[src/rtl/pdc_pkg.sv]
package pdc_pkg;

    typedef enum logic [1:0] {
        CLS_NONE   = 2'd0,
        CLS_SMALL  = 2'd1,
        CLS_BUBBLE = 2'd2,
        CLS_FAULT  = 2'd3
    } duty_class_e;

    typedef enum logic [1:0] {
        ST_HUNT    = 2'd0,
        ST_MEASURE = 2'd1,
        ST_LOST    = 2'd2
    } meas_state_e;

endpackage

[src/rtl/pdc_sync.sv]
module pdc_sync #(
    parameter int STAGES = 2
) (
    input  logic clk,
    input  logic rst,
    input  logic raw_i,
    output logic level_o,
    output logic rise_o
);
    logic [STAGES-1:0] chain_q;
    logic              prev_q;

    generate
        for (genvar g = 0; g < STAGES; g++) begin : g_stage
            if (g == 0) begin : g_first
                always_ff @(posedge clk) begin
                    if (rst) chain_q[g] <= 1'b0;
                    else     chain_q[g] <= raw_i;
                end
            end else begin : g_next
                always_ff @(posedge clk) begin
                    if (rst) chain_q[g] <= 1'b0;
                    else     chain_q[g] <= chain_q[g-1];
                end
            end
        end
    endgenerate

    always_ff @(posedge clk) begin
        if (rst) prev_q <= 1'b0;
        else     prev_q <= chain_q[STAGES-1];
    end

    assign level_o = chain_q[STAGES-1];
    assign rise_o  = chain_q[STAGES-1] & ~prev_q;
endmodule

[src/rtl/pdc_counter.sv]
module pdc_counter #(
    parameter int CNT_W = 17
) (
    input  logic             clk,
    input  logic             rst,
    input  logic             level_i,
    input  logic             rise_i,
    output logic [CNT_W-1:0] high_cnt_o,
    output logic [CNT_W-1:0] period_cnt_o
);
    localparam logic [CNT_W-1:0] CNT_MAX = {CNT_W{1'b1}};
    localparam logic [CNT_W-1:0] CNT_ONE = CNT_W'(1);

    logic [CNT_W-1:0] high_q, period_q;
    logic             high_full, period_full;

    assign high_full   = (high_q == CNT_MAX);
    assign period_full = (period_q == CNT_MAX);

    // A rising-edge cycle is the first high cycle of a new period.
    always_ff @(posedge clk) begin
        if (rst) begin
            high_q   <= '0;
            period_q <= '0;
        end else if (rise_i) begin
            high_q   <= CNT_ONE;
            period_q <= CNT_ONE;
        end else begin
            if (!period_full)
                period_q <= period_q + CNT_ONE;
            if (level_i && !high_full)
                high_q <= high_q + CNT_ONE;
        end
    end

    assign high_cnt_o   = high_q;
    assign period_cnt_o = period_q;
endmodule

[src/rtl/pdc_decode.sv]
module pdc_decode
    import pdc_pkg::*;
#(
    parameter int CNT_W      = 17,
    parameter int LOW_NONE   = 7920,
    parameter int LOW_SMALL  = 8316,
    parameter int LOW_BUBBLE = 31680,
    parameter int LOW_FAULT  = 35640
) (
    input  logic [CNT_W-1:0] high_i,
    output duty_class_e      class_o
);
    localparam logic [CNT_W-1:0] T_NONE   = CNT_W'(LOW_NONE);
    localparam logic [CNT_W-1:0] T_SMALL  = CNT_W'(LOW_SMALL);
    localparam logic [CNT_W-1:0] T_BUBBLE = CNT_W'(LOW_BUBBLE);
    localparam logic [CNT_W-1:0] T_FAULT  = CNT_W'(LOW_FAULT);

    logic ge_none, ge_small, ge_bubble, ge_fault;

    assign ge_none   = (high_i >= T_NONE);
    assign ge_small  = (high_i >= T_SMALL);
    assign ge_bubble = (high_i >= T_BUBBLE);
    assign ge_fault  = (high_i >= T_FAULT);

    // Windows touch: the comparator results form a thermometer code.
    always_comb begin
        if (!ge_none || ge_fault) class_o = CLS_FAULT;
        else if (ge_bubble)       class_o = CLS_BUBBLE;
        else if (ge_small)        class_o = CLS_SMALL;
        else                      class_o = CLS_NONE;
    end
endmodule

[src/rtl/pwm_duty_classifier.sv]
module pwm_duty_classifier
    import pdc_pkg::*;
#(
    parameter int CNT_W       = 17,
    parameter int SYNC_STAGES = 2,
    parameter int LOW_NONE    = 7920,
    parameter int LOW_SMALL   = 8316,
    parameter int LOW_BUBBLE  = 31680,
    parameter int LOW_FAULT   = 35640,
    parameter int TIMEOUT     = 48000
) (
    input  logic             clk,
    input  logic             rst,
    input  logic             pwm_in,
    output logic [1:0]       class_o,
    output logic             valid_o,
    output logic [CNT_W-1:0] high_o,
    output logic [CNT_W-1:0] period_o
);
    localparam logic [CNT_W-1:0] T_LIMIT = CNT_W'(TIMEOUT);

    logic             level, rise;
    logic [CNT_W-1:0] high_cnt, period_cnt;
    duty_class_e      dec_class;
    meas_state_e      state_q, state_d;
    logic             expired;

    pdc_sync #(.STAGES(SYNC_STAGES)) u_sync (
        .clk     (clk),
        .rst     (rst),
        .raw_i   (pwm_in),
        .level_o (level),
        .rise_o  (rise)
    );

    pdc_counter #(.CNT_W(CNT_W)) u_count (
        .clk          (clk),
        .rst          (rst),
        .level_i      (level),
        .rise_i       (rise),
        .high_cnt_o   (high_cnt),
        .period_cnt_o (period_cnt)
    );

    pdc_decode #(
        .CNT_W      (CNT_W),
        .LOW_NONE   (LOW_NONE),
        .LOW_SMALL  (LOW_SMALL),
        .LOW_BUBBLE (LOW_BUBBLE),
        .LOW_FAULT  (LOW_FAULT)
    ) u_dec (
        .high_i  (high_cnt),
        .class_o (dec_class)
    );

    assign expired = (period_cnt >= T_LIMIT) && !rise;

    // Next-state logic
    always_comb begin
        state_d = state_q;
        unique case (state_q)
            ST_HUNT:    if (rise) state_d = ST_MEASURE;      // align
            ST_MEASURE: if (expired) state_d = ST_LOST;      // expire (close stays)
            ST_LOST:    if (rise) state_d = ST_MEASURE;      // recover
            default:    state_d = ST_HUNT;
        endcase
    end

    // State register
    always_ff @(posedge clk) begin
        if (rst) state_q <= ST_HUNT;
        else     state_q <= state_d;
    end

    // Output register
    always_ff @(posedge clk) begin
        if (rst) begin
            valid_o  <= 1'b0;
            class_o  <= CLS_NONE;
            high_o   <= '0;
            period_o <= '0;
        end else begin
            valid_o <= 1'b0;
            unique case (state_q)
                ST_MEASURE: begin
                    if (rise) begin
                        valid_o  <= 1'b1;
                        class_o  <= dec_class;
                        high_o   <= high_cnt;
                        period_o <= period_cnt;
                    end else if (expired) begin
                        valid_o  <= 1'b1;
                        class_o  <= CLS_FAULT;
                        high_o   <= high_cnt;
                        period_o <= period_cnt;
                    end
                end
                ST_HUNT, ST_LOST: ;
                default: ;
            endcase
        end
    end
endmodule

[config.mk]
export PLATFORM = sky130hd
export DESIGN_NAME = pwm_duty_classifier
export DESIGN_NICKNAME = d
export VERILOG_FILES = /design/src/rtl/pdc_pkg.sv /design/src/rtl/pdc_sync.sv /design/src/rtl/pdc_counter.sv /design/src/rtl/pdc_decode.sv /design/src/rtl/pwm_duty_classifier.sv
export SDC_FILE = /design/constraint.sdc
export NUM_CORES = 1
export LEC_CHECK = 0
export CAP_MARGIN = 5
export CORE_ASPECT_RATIO = 1.5
export CORE_MARGIN = 8
export CORE_UTILIZATION = 50
export CTS_CLUSTER_SIZE = 24
export DETAILED_ROUTE_END_ITERATION = 12
export PLACE_DENSITY = 0.86
export SYNTH_ARGS = -nofsm -noshare
export SYNTH_HDL_FRONTEND = slang
export SYNTH_SLANG_ARGS = --single-unit
[constraint.sdc]
create_clock -name clk -period 2.4 [get_ports clk]
set_input_delay 0.48 -clock clk [delete_from_list [all_inputs] [get_ports clk]]
set_output_delay 0.48 -clock clk [all_outputs]
set_load 0.03 [all_outputs]
# Word-level counts from Yosys, hierarchy flattened
# Index checks and enable logic that the tools add are counted.
# totals
reg_bits	76
latchBits	0
ram_bits	0
mem_bits_ro	0
inputBits	3
output_inout_bits	37
elab_cells	61
memories	0
# op_classes
add_sub_neg	2
n_mul	0
div_mod_pow	0
magnitude_cmp	5
eq_ne	7
shifts	0
n_mux	18
n_bitwise	3
reduce_logical	14
# ops
operator	n
17-bit 2-to-1 mux	4
17-bit by 1-bit adder with 17-bit output, second input constant	2
17-bit equality test, second input constant	2
17-bit by 16-bit greater-or-equal comparator with 1-bit output, second input constant	2
17-bit by 13-bit greater-or-equal comparator with 1-bit output, second input constant	1
17-bit by 14-bit greater-or-equal comparator with 1-bit output, second input constant	1
17-bit by 15-bit greater-or-equal comparator with 1-bit output, second input constant	1
2-bit 2-to-1 mux	6
1-bit 2-to-1 mux	7
2-bit OR reduction	3
2-bit != test, second input constant	2
2-bit case mux with 2 select lines	1
2-bit AND reduction	2
2-bit nonzero test	2
1-bit logical NOT	3
2-bit by 1-bit equality test with 1-bit output, second input constant	1
2-bit equality test, second input constant	1
1-bit logical AND	2
2-bit logical NOT	1
2-bit by 1-bit != test with 1-bit output, second input constant	1
1-bit NOT	2
1-bit AND	1
1-bit logical OR	1

# Depth between registers and ports, before layout
# Gate-level depths: netlist of the first run.
# depth
depth_word	6
depth_mapped	11
ltp_nobuf	10

# By module
# Synthesis of the first run repeated with hierarchy kept, for this count alone.
# hier_totals
hier_cells	385
area_unflattened_um2	3597.2
# modules_own_cells
mod	instances	cells_each	area_each_um2
pwm_duty_classifier	1	177	1801.7
pdc_counter	1	179	1564.0
pdc_decode	1	22	143.9
pdc_sync	1	7	87.6

# Worst setup path after synthesis of the first run
# OpenSTA, ideal clock, no wires.
# synth_timing
path_type	reg-to-reg
start	reg u_count.period_q[0] (netlist: u_count.period_cnt_o[0])
end	reg u_count.period_q[13] (netlist: u_count.period_cnt_o[13])
setup_ps	70
t_arrival_ps	2295
t_required_ps	2330
path_slack_ps	35
stages_incl_launch_ff	12
period_less_slack_ps	2365
cell_sequence	dfxtp_1 -> ha_1 -> nand4_1 -> nor2_1 -> nand2_1 -> nor3_1 -> ha_1 -> buf_6 -> and4b_1 -> or4b_4 -> or3_1 -> a21oi_1
# synth_between
elab_chain_cells	1
elab_cells_between_ends	2
cone_classes	add/sub: 1; eq/ne: 1
# synth_rtl
item	line	source
start: declaration	pdc_counter.sv:14	logic [CNT_W-1:0] high_q, period_q;
start signal: assignment	pdc_counter.sv:30	period_q <= period_q + CNT_ONE;
17-bit by 1-bit adder with 17-bit output or 17-bit equality test (tied branches)	pdc_counter.sv:30, pdc_counter.sv:18	
# Several ways; a longest one is shown, not always the timed one.
# A chain may end at the register's enable or synchronous reset.

# Worst setup path after layout of the first run
# Ends and elaborated chain as after synthesis.

==> report_table.html, run 1 <==
<table>
<tr><th>Metric</th><th>Value</th></tr>
<tr><th colspan="2">Critical path</th></tr>
<tr><td>Ordered cell list for the critical path</td><td>ha_2, nand4_1, nor2_1, nand2_1, nor3_1, ha_1, and4b_1, or4b_4, or3_1, a21oi_1</td></tr>
<tr><td>Critical Path AT</td><td>2580 ps</td></tr>
<tr><td>Setup crit start kind</td><td>flip-flop</td></tr>
<tr><td>Required time reported for the critical path endpoint</td><td>2690 ps</td></tr>
<tr><td>Highest fanout seen on the critical path</td><td>5</td></tr>
<tr><td>Delay contributed by the slowest stage of the critical path</td><td>500 ps</td></tr>
<tr><td>Worst Setup Path Type</td><td>reg2reg</td></tr>
<tr><td>Worst Setup End Kind</td><td>flip-flop</td></tr>
<tr><td>Path depth of the worst reg2reg path</td><td>10</td></tr>
<tr><td>Critical-path top delay cell</td><td>or4b_4</td></tr>
<tr><th colspan="2">Pwr</th></tr>
<tr><td>Total leakage power</td><td>1.33 nW</td></tr>
<tr><td>Power density over the cells</td><td>599 mW/mm²</td></tr>
<tr><td>IR Drop Worst-Case VDD</td><td>0.000538 V</td></tr>
<tr><th colspan="2">Drt</th></tr>
<tr><td>Aggregate routed wire length</td><td>8.46 mm</td></tr>
<tr><td>First-iteration detailed-routing DRC count</td><td>207</td></tr>
<tr><td>Vias</td><td>3071</td></tr>
<tr><td>DR pass1 iterations</td><td>4</td></tr>
<tr><td>Via-to-Cell Ratio</td><td>5.96</td></tr>
<tr><td>Detail Route Antenna Nets</td><td>0</td></tr>
<tr><td>Per-cell routed wire length</td><td>16.4 µm</td></tr>
<tr><td>Drc violations</td><td>0</td></tr>
<tr><th colspan="2">Logic synthesis</th></tr>
<tr><td>Top cells by area in the synthesized netlist</td><td>dfxtp_1, a21oi_1, nand3_1</td></tr>
<tr><td>FF+latch count, synth</td><td>76</td></tr>
<tr><td>Library cell with the largest summed area after synthesis</td><td>dfxtp_1</td></tr>
<tr><td>Syn Std Cell Area</td><td>0.00333 mm²</td></tr>
<tr><td>EDFF count, synth</td><td>0</td></tr>
<tr><td>Syn avg cell area</td><td>8.40 µm²</td></tr>
<tr><td>Warning count from the yosys run</td><td>0</td></tr>
<tr><td>Syn Nets</td><td>405</td></tr>
<tr><td>Portion of synthesized cell area occupied by the leading cell type</td><td>0.457</td></tr>
<tr><td>Synthesized instance count</td><td>396</td></tr>
<tr><td>Ys flop type</td><td>dfxtp_1</td></tr>
<tr><td>Proportion of synthesized chip area in sequential cells</td><td>0.457</td></tr>
<tr><td>Netlist cell types</td><td>44</td></tr>
<tr><td>Share of flip-flops with an asynchronous set or reset after synthesis</td><td>0</td></tr>
<tr><th colspan="2">Cells and area</th></tr>
<tr><td>Fill cells</td><td>560</td></tr>
<tr><td>Area Overhead vs Synth</td><td>22.8%</td></tr>
<tr><td>Diode insertion count for antenna repair</td><td>0</td></tr>
<tr><td>Layout Cell Area excl Fill</td><td>0.00409 mm²</td></tr>
<tr><td>Final nets</td><td>443</td></tr>
<tr><td>Layout cells sized above 1</td><td>0.107</td></tr>
<tr><th colspan="2">Placement</th></tr>
<tr><td>HPWL reported at the end of detailed placement</td><td>6.00 mm</td></tr>
<tr><td>Number of buffers inserted by port buffering</td><td>39</td></tr>
<tr><td>Final weighted congestion in routability-driven placement</td><td>0.904</td></tr>
<tr><td>Placed cell areas</td><td>0.00384 mm²</td></tr>
<tr><td>Worst slack at placement</td><td>62.7 ps</td></tr>
<tr><th colspan="2">STA</th></tr>
<tr><td>Highest clock rate</td><td>436 MHz</td></tr>
<tr><td>Accumulated negative setup slack</td><td>0 ps</td></tr>
<tr><td>RSZ-0062 raised after global routing</td><td>false</td></tr>
<tr><td>Ratio of final minimum period to clock period</td><td>0.956</td></tr>
<tr><td>Final min period</td><td>2290 ps</td></tr>
<tr><td>Fin worst setup slack</td><td>106 ps</td></tr>
<tr><td>Final worst clock skew</td><td>9.26 ps</td></tr>
<tr><td>Final Hold Fails</td><td>0</td></tr>
<tr><td>Max-slew violation count</td><td>0</td></tr>
<tr><td>Final setup violation count</td><td>0</td></tr>
<tr><td>Slew headroom</td><td>0.588</td></tr>
<tr><td>Transition time at the pin with the least slew margin</td><td>617 ps</td></tr>
<tr><th colspan="2">Clocking</th></tr>
<tr><td>Hold Buf Count CTS</td><td>0</td></tr>
<tr><td>Clock-pin slew on the worst setup and hold paths</td><td>80 ps</td></tr>
<tr><td>Sinks on Clock Net</td><td>76</td></tr>
<tr><td>Clock latency at the later pin of the worst-skew pair</td><td>360 ps</td></tr>
<tr><td>Clock Path Buffers</td><td>2</td></tr>
<tr><td>H-Tree Depth</td><td>3</td></tr>
<tr><td>CTS Root Buffer Type</td><td>clkbuf_8</td></tr>
<tr><td>Number of CTS-inserted buffers</td><td>9</td></tr>
<tr><td>Clock tree from TritonCTS</td><td>yes</td></tr>
<tr><th colspan="2">GRT</th></tr>
<tr><td>Wire length of the first global-routing pass</td><td>13.9 mm</td></tr>
<tr><td>Total global routing track utilization</td><td>0.185</td></tr>
<tr><td>Largest net degree at the start of global routing</td><td>44</td></tr>
<tr><td>Overflow left after global routing</td><td>0</td></tr>
<tr><td>Via count of the first global-routing pass</td><td>3035</td></tr>
<tr><td>Number of antenna violations at the first check in global routing</td><td>0</td></tr>
<tr><th colspan="2">Floorplan</th></tr>
<tr><td>Floorplan die area</td><td>0.00957 mm²</td></tr>
<tr><td>Effective utilization at floorplan</td><td>0.513</td></tr>
<tr><td>IO Pins</td><td>40</td></tr>
<tr><td>FP Rows</td><td>36</td></tr>
<tr><td>Die extent in x</td><td>82.6 µm</td></tr>
<tr><td>Core ar.</td><td>0.00649 mm²</td></tr>
<tr><td>Vertical extent of the die</td><td>116 µm</td></tr>
<tr><th colspan="2">Outcome</th></tr>
<tr><td>Result of the run</td><td>completed</td></tr>
<tr><th colspan="2">Run</th></tr>
<tr><td>Number of max-cap violations</td><td>0</td></tr>
<tr><th colspan="2">Hold path</th></tr>
<tr><td>Worst Hold Class</td><td>reg2reg</td></tr>
<tr><td>Hold depth</td><td>1</td></tr>
</table>
[stage by stage]
| step | instances | util | hold WS (ps) | power [mW] |
|---|---|---|---|---|
| 2_1_floorplan | 396 | - | 414 | 1.37 |
| 3_3_place_gp | 497 | 0.592 | 417 | 1.40 |
| 3_5_place_dp | 497 | 0.592 | 442 | 1.41 |
| 4_1_cts | 513 | 0.625 | 456 | 2.45 |
| 5_1_grt | 515 | 0.630 | 469 | 2.54 |
| 6_report | 515 | 0.630 | 456 | 2.45 |
[registers in the layout (all words and copies together) (netlist names)]
signal	count
u_sync.chain_q	1
u_sync.level_o	1
class_o	2
u_count.period_cnt_o	17
valid_o	1
state_q	2
high_o	17
u_sync.prev_q	1
u_count.high_cnt_o	17
period_o	17
[critical path, delay by kind of cell (launching register included)]
kind            cells  cell delay, ps
compound gates      1             150
simple gates        7            1320
flops               1             350
fa+ha+maj           2             390
[cell type report]
cell class	count	area, µm²	share of cell area
Sequential cell	76	1520	0.373
Multi-Input combinational cell	278	1650	0.404
Clock buffer	10	128	0.0312
Timing Repair Buffer	61	568	0.139
Inverter	8	30.0	0.00735
Clock inverter	6	88.8	0.0217
Tap cell	76	95.1	0.0233
[cells in the mapped netlist, types with 6 or more instances]
library cell,n
nor2b_1,7
nor2_1,25
nand4_1,11
dfxtp_1,76
inv_1,8
a21oi_1,52
nand3_1,40
or3_1,8
xnor2_1,9
ha_1,6
clkbuf_1,31
nand2_1,17
xor2_1,10
o21ai_0,39
nor4_1,6
[final timing paths]
kind	slack, ps	start	end
worst max register to register	110	u_count.period_cnt_o[0]	u_count.period_cnt_o[13]
worst min register to register	460	u_sync.chain_q[0]	u_sync.level_o
worst max-delay path	110	u_count.period_cnt_o[0]	u_count.period_cnt_o[13]
worst min-delay path	460	u_sync.chain_q[0]	u_sync.level_o
[per-layer routing]
metal / vias up / global-route usage / routed length (µm)
met2: 96 / 0.330 / 4620
met3: 21 / 0.0404 / 426
met1: 1464 / 0.191 / 3220
met5: - / 0 / 0
met4: 0 / 0.105 / 190
li1: 1490 / - / -
[cells in the final DEF, fill, tap and decap left out, drive strengths merged, types with 3 or more instances in the layout]
master         count
xor2              10
nand2             17
clkdlybuf4s50     39
inv                8
nor3               3
dfxtp             76
nor2              25
nor4               6
o31ai              4
buf               22
nand4             12
xnor2              9
clkbuf            10
nor2b              7
nand2b             4
o21ai             42
or4                4
a21oi             52
a211oi             3
nand3             40
ha                 6
or3                8
[what timing repair did]
action,CTS,global route
hold endpoints to repair,0,0
resized for setup,0,6
buffers inserted,0,2
setup endpoints to repair,0,4
[power breakdown]
part	switching, mW	internal [mW]
logic	0.0697	0.0299
registers	0.0106	1.27
clock network	0.484	0.585
total	0.565	1.88
[cells by family after synthesis]
kind of cell,share of synthesized area
AO/OA/AOI/OAI,0.189
buffers and inverters,0.0504
adder cells (fa/ha/maj),0.0226
multiplexers,0.00602
flip-flops,0.457
XOR/XNOR,0.0500
AND/OR/NAND/NOR,0.225
No activity file was read; power rests on OpenSTA's default activity.
==> inputs of run 2 (changes only) <==
- PLACE_DENSITY: 0.86 -> 0.88
==> run 2 against run 1 <==
Sequential power about the same. Combinational power about the same. Sequential share of layout area up 0.12 points. Clock-buffer cell count up 4. Global-route usage up 0.33 points. Routed wire length up 2.6%. Final area down 0.25%. Register-to-register slack about the same. Hold slack worse by 3.6 ps. Highest routed layer unchanged.
==> report_table.html, run 2 (synthesized netlist as in run 1, its figures left out) <==
<table>
<tr><th>Metric</th><th>Value</th></tr>
<tr><th colspan="2">Run</th></tr>
<tr><td>Number of max-cap violations</td><td>0 (unchanged)</td></tr>
<tr><th colspan="2">Critical path</th></tr>
<tr><td>Worst Setup Path Type</td><td>reg2reg (unchanged)</td></tr>
<tr><td>Path depth of the worst reg2reg path</td><td>10 (unchanged)</td></tr>
<tr><td>Required time reported for the critical path endpoint</td><td>2680 ps (was 2690 ps)</td></tr>
<tr><td>Critical R2R Launch</td><td>u_count.period_cnt_o[0] (unchanged)</td></tr>
<tr><td>Critical Path AT</td><td>2590 ps (was 2580 ps)</td></tr>
<tr><td>Highest fanout seen on the critical path</td><td>5 (unchanged)</td></tr>
<tr><td>Destination of the worst register-to-register timing path</td><td>u_count.period_cnt_o[15] (was u_count.period_cnt_o[13])</td></tr>
<tr><td>Setup crit start kind</td><td>flip-flop (unchanged)</td></tr>
<tr><td>Worst Setup End Kind</td><td>flip-flop (unchanged)</td></tr>
<tr><td>Setup slack on the worst flop-to-flop path</td><td>100 ps (was 110 ps)</td></tr>
<tr><th colspan="2">STA</th></tr>
<tr><td>Highest clock rate</td><td>434 MHz (was 436 MHz)</td></tr>
<tr><td>Max-slew violation count</td><td>0 (unchanged)</td></tr>
<tr><td>RSZ-0062 raised after global routing</td><td>false (unchanged)</td></tr>
<tr><td>Accumulated negative setup slack</td><td>0 ps (unchanged)</td></tr>
<tr><td>Final min period</td><td>2300 ps (was 2290 ps)</td></tr>
<tr><td>Final worst clock skew</td><td>7.39 ps (was 9.26 ps)</td></tr>
<tr><td>Final Hold Fails</td><td>0 (unchanged)</td></tr>
<tr><td>Ratio of final minimum period to clock period</td><td>0.960 (was 0.956)</td></tr>
<tr><td>Transition time at the pin with the least slew margin</td><td>619 ps (was 617 ps)</td></tr>
<tr><td>Slew headroom</td><td>0.588 (about the same)</td></tr>
<tr><td>Final setup violation count</td><td>0 (unchanged)</td></tr>
<tr><th colspan="2">Drt</th></tr>
<tr><td>Detail Route Antenna Nets</td><td>0 (unchanged)</td></tr>
<tr><td>Drc violations</td><td>0 (unchanged)</td></tr>
<tr><td>Via-to-Cell Ratio</td><td>5.99 (was 5.96)</td></tr>
<tr><td>Vias</td><td>3109 (was 3071)</td></tr>
<tr><td>Per-cell routed wire length</td><td>16.7 µm (was 16.4 µm)</td></tr>
<tr><td>Aggregate routed wire length</td><td>8.68 mm (was 8.46 mm)</td></tr>
<tr><td>First-iteration detailed-routing DRC count</td><td>204 (was 207)</td></tr>
<tr><td>DR pass1 iterations</td><td>4 (unchanged)</td></tr>
<tr><th colspan="2">Placement</th></tr>
<tr><td>Placed cell areas</td><td>0.00387 mm² (was 0.00384 mm²)</td></tr>
<tr><td>Number of buffers inserted by port buffering</td><td>39 (unchanged)</td></tr>
<tr><td>Final weighted congestion in routability-driven placement</td><td>0.890 (was 0.904)</td></tr>
<tr><td>HPWL reported at the end of detailed placement</td><td>5.94 mm (was 6.00 mm)</td></tr>
<tr><th colspan="2">Floorplan</th></tr>
<tr><td>Effective utilization at floorplan</td><td>0.513 (unchanged)</td></tr>
<tr><td>Core ar.</td><td>0.00649 mm² (unchanged)</td></tr>
<tr><td>Vertical extent of the die</td><td>116 µm (unchanged)</td></tr>
<tr><td>Floorplan die area</td><td>0.00957 mm² (unchanged)</td></tr>
<tr><td>FP Rows</td><td>36 (unchanged)</td></tr>
<tr><td>Die extent in x</td><td>82.6 µm (unchanged)</td></tr>
<tr><td>IO Pins</td><td>40 (unchanged)</td></tr>
<tr><th colspan="2">Pwr</th></tr>
<tr><td>Internal power summed over all cells</td><td>1.70 mW (was 1.88 mW)</td></tr>
<tr><td>Power share of the clock group</td><td>0.381 (was 0.437)</td></tr>
<tr><td>Switching Fraction</td><td>0.237 (was 0.231)</td></tr>
<tr><td>Switching pwr</td><td>529 µW (was 565 µW)</td></tr>
<tr><td>Fraction of power consumed by sequential logic</td><td>0.574 (was 0.523)</td></tr>
<tr><td>IR Drop Worst-Case VDD</td><td>0.000429 V (was 0.000538 V)</td></tr>
<tr><td>Part of the total power dissipated in combinational logic</td><td>0.046 (was 0.041)</td></tr>
<tr><td>Total leakage power</td><td>1.34 nW (was 1.33 nW)</td></tr>
<tr><td>Power density over the cells</td><td>548 mW/mm² (was 599 mW/mm²)</td></tr>
<tr><th colspan="2">Clocking</th></tr>
<tr><td>H-Tree Depth</td><td>3 (unchanged)</td></tr>
<tr><td>Clock-pin slew on the worst setup and hold paths</td><td>70 ps (was 80 ps)</td></tr>
<tr><td>Clock Path Buffers</td><td>2 (unchanged)</td></tr>
<tr><td>Clock tree from TritonCTS</td><td>yes (unchanged)</td></tr>
<tr><td>CTS Root Buffer Type</td><td>clkbuf_8 (unchanged)</td></tr>
<tr><td>Number of CTS-inserted buffers</td><td>9 (unchanged)</td></tr>
<tr><td>Sinks on Clock Net</td><td>76 (unchanged)</td></tr>
<tr><td>Hold Buf Count CTS</td><td>0 (unchanged)</td></tr>
<tr><td>Clock latency at the later pin of the worst-skew pair</td><td>360 ps (about the same)</td></tr>
<tr><th colspan="2">Cells and area</th></tr>
<tr><td>Layout Cell Area excl Fill</td><td>0.00408 mm² (was 0.00409 mm²)</td></tr>
<tr><td>Layout cells sized above 1</td><td>0.111 (was 0.107)</td></tr>
<tr><td>Area Overhead vs Synth</td><td>22.5% (was 22.8%)</td></tr>
<tr><td>Most used cells in the layout excluding fill and tap cells</td><td>dfxtp_1, a21oi_1, nand3_1 (unchanged)</td></tr>
<tr><td>Final nets</td><td>447 (was 443)</td></tr>
<tr><td>Diode insertion count for antenna repair</td><td>0 (unchanged)</td></tr>
<tr><td>Most common library cell in the layout ignoring fill and taps</td><td>dfxtp_1 (unchanged)</td></tr>
<tr><th colspan="2">GRT</th></tr>
<tr><td>Via count of the first global-routing pass</td><td>3201 (was 3035)</td></tr>
<tr><td>Number of antenna violations at the first check in global routing</td><td>0 (unchanged)</td></tr>
<tr><td>Wire length of the first global-routing pass</td><td>14.2 mm (was 13.9 mm)</td></tr>
<tr><td>Overflow left after global routing</td><td>0 (unchanged)</td></tr>
<tr><td>Total global routing track utilization</td><td>0.189 (was 0.185)</td></tr>
<tr><td>Largest net degree at the start of global routing</td><td>44 (unchanged)</td></tr>
<tr><th colspan="2">Hold path</th></tr>
<tr><td>Worst min-delay path startpoint</td><td>u_sync.chain_q[0] (unchanged)</td></tr>
<tr><td>Worst Hold Class</td><td>reg2reg (unchanged)</td></tr>
<tr><td>Hold depth</td><td>1 (unchanged)</td></tr>
<tr><td>WHS Endpoint</td><td>u_sync.level_o (unchanged)</td></tr>
<tr><th colspan="2">Outcome</th></tr>
<tr><td>Result of the run</td><td>completed (unchanged)</td></tr>
</table>
## run 2: per-stage QoR
step	instances	utilization	worst slack, ps	hold slack [ps]	total power, mW
global placement	500	0.597	169	418	1.40
floorplan	396	-	35.0	414	1.37
CTS	516	0.622	30.8	459	2.24
detailed placement	500	0.597	51.0	443	1.41
global route	519	0.628	6.54	467	2.30
finish	519	0.628	95.3	452	2.23
## run 2: final cells by class
type	instances	area (µm²)
inverter	8	30.0
clock buffer	14	153
fill	561	2410
sequential	76	1530
clock inverter	2	10.0
multi-input combinational	278	1650
timing repair buffer	65	611
tap	76	95.1
## run 2: worst max path at each step
stage          cells after the start  slack, ps                  endpoint               startpoint
4_1_cts                           10         30  u_count.period_cnt_o[15]  u_count.period_cnt_o[0]
2_1_floorplan                     11         30  u_count.period_cnt_o[13]  u_count.period_cnt_o[0]
6_report                          10        100  u_count.period_cnt_o[15]  u_count.period_cnt_o[0]
3_5_place_dp                      10         50  u_count.period_cnt_o[13]  u_count.period_cnt_o[0]
5_1_grt                           10          7  u_count.period_cnt_o[15]  u_count.period_cnt_o[0]
3_3_place_gp                      10        170  u_count.period_cnt_o[13]  u_count.period_cnt_o[0]
## run 2: worst max-delay path: stages, from the launching register on
cell,delay [ps]
dfxtp_2,350
ha_2,200
nand4_1,90
nor2_1,40
nand2_1,70
nor3_1,50
ha_1,200
and4b_1,260
or4b_4,490
or3_1,320
a21oi_1,160
## run 2: power groups by stage
stage	Combinational [mW]	Sequential [mW]	Clock [mW]
global route	0.112	1.28	0.908
CTS	0.100	1.28	0.864
global placement	0.0971	1.31	0
finish	0.102	1.28	0.850
floorplan	0.0644	1.31	0
detailed placement	0.0991	1.31	0
## run 2: metal layers
metal	up-vias	routed length [µm]	GRT usage
met4	0	235	0.106
met1	1505	3250	0.183
met2	87	4710	0.349
li1	1491	-	-
met5	-	0	0
met3	26	482	0.0411
## run 2: repair_timing
item / in CTS / in global routing
endpoints found under the setup margin: 0 / 9
gates resized for setup: 0 / 7
hold endpoints to repair: 0 / 0
setup buffers: 0 / 3
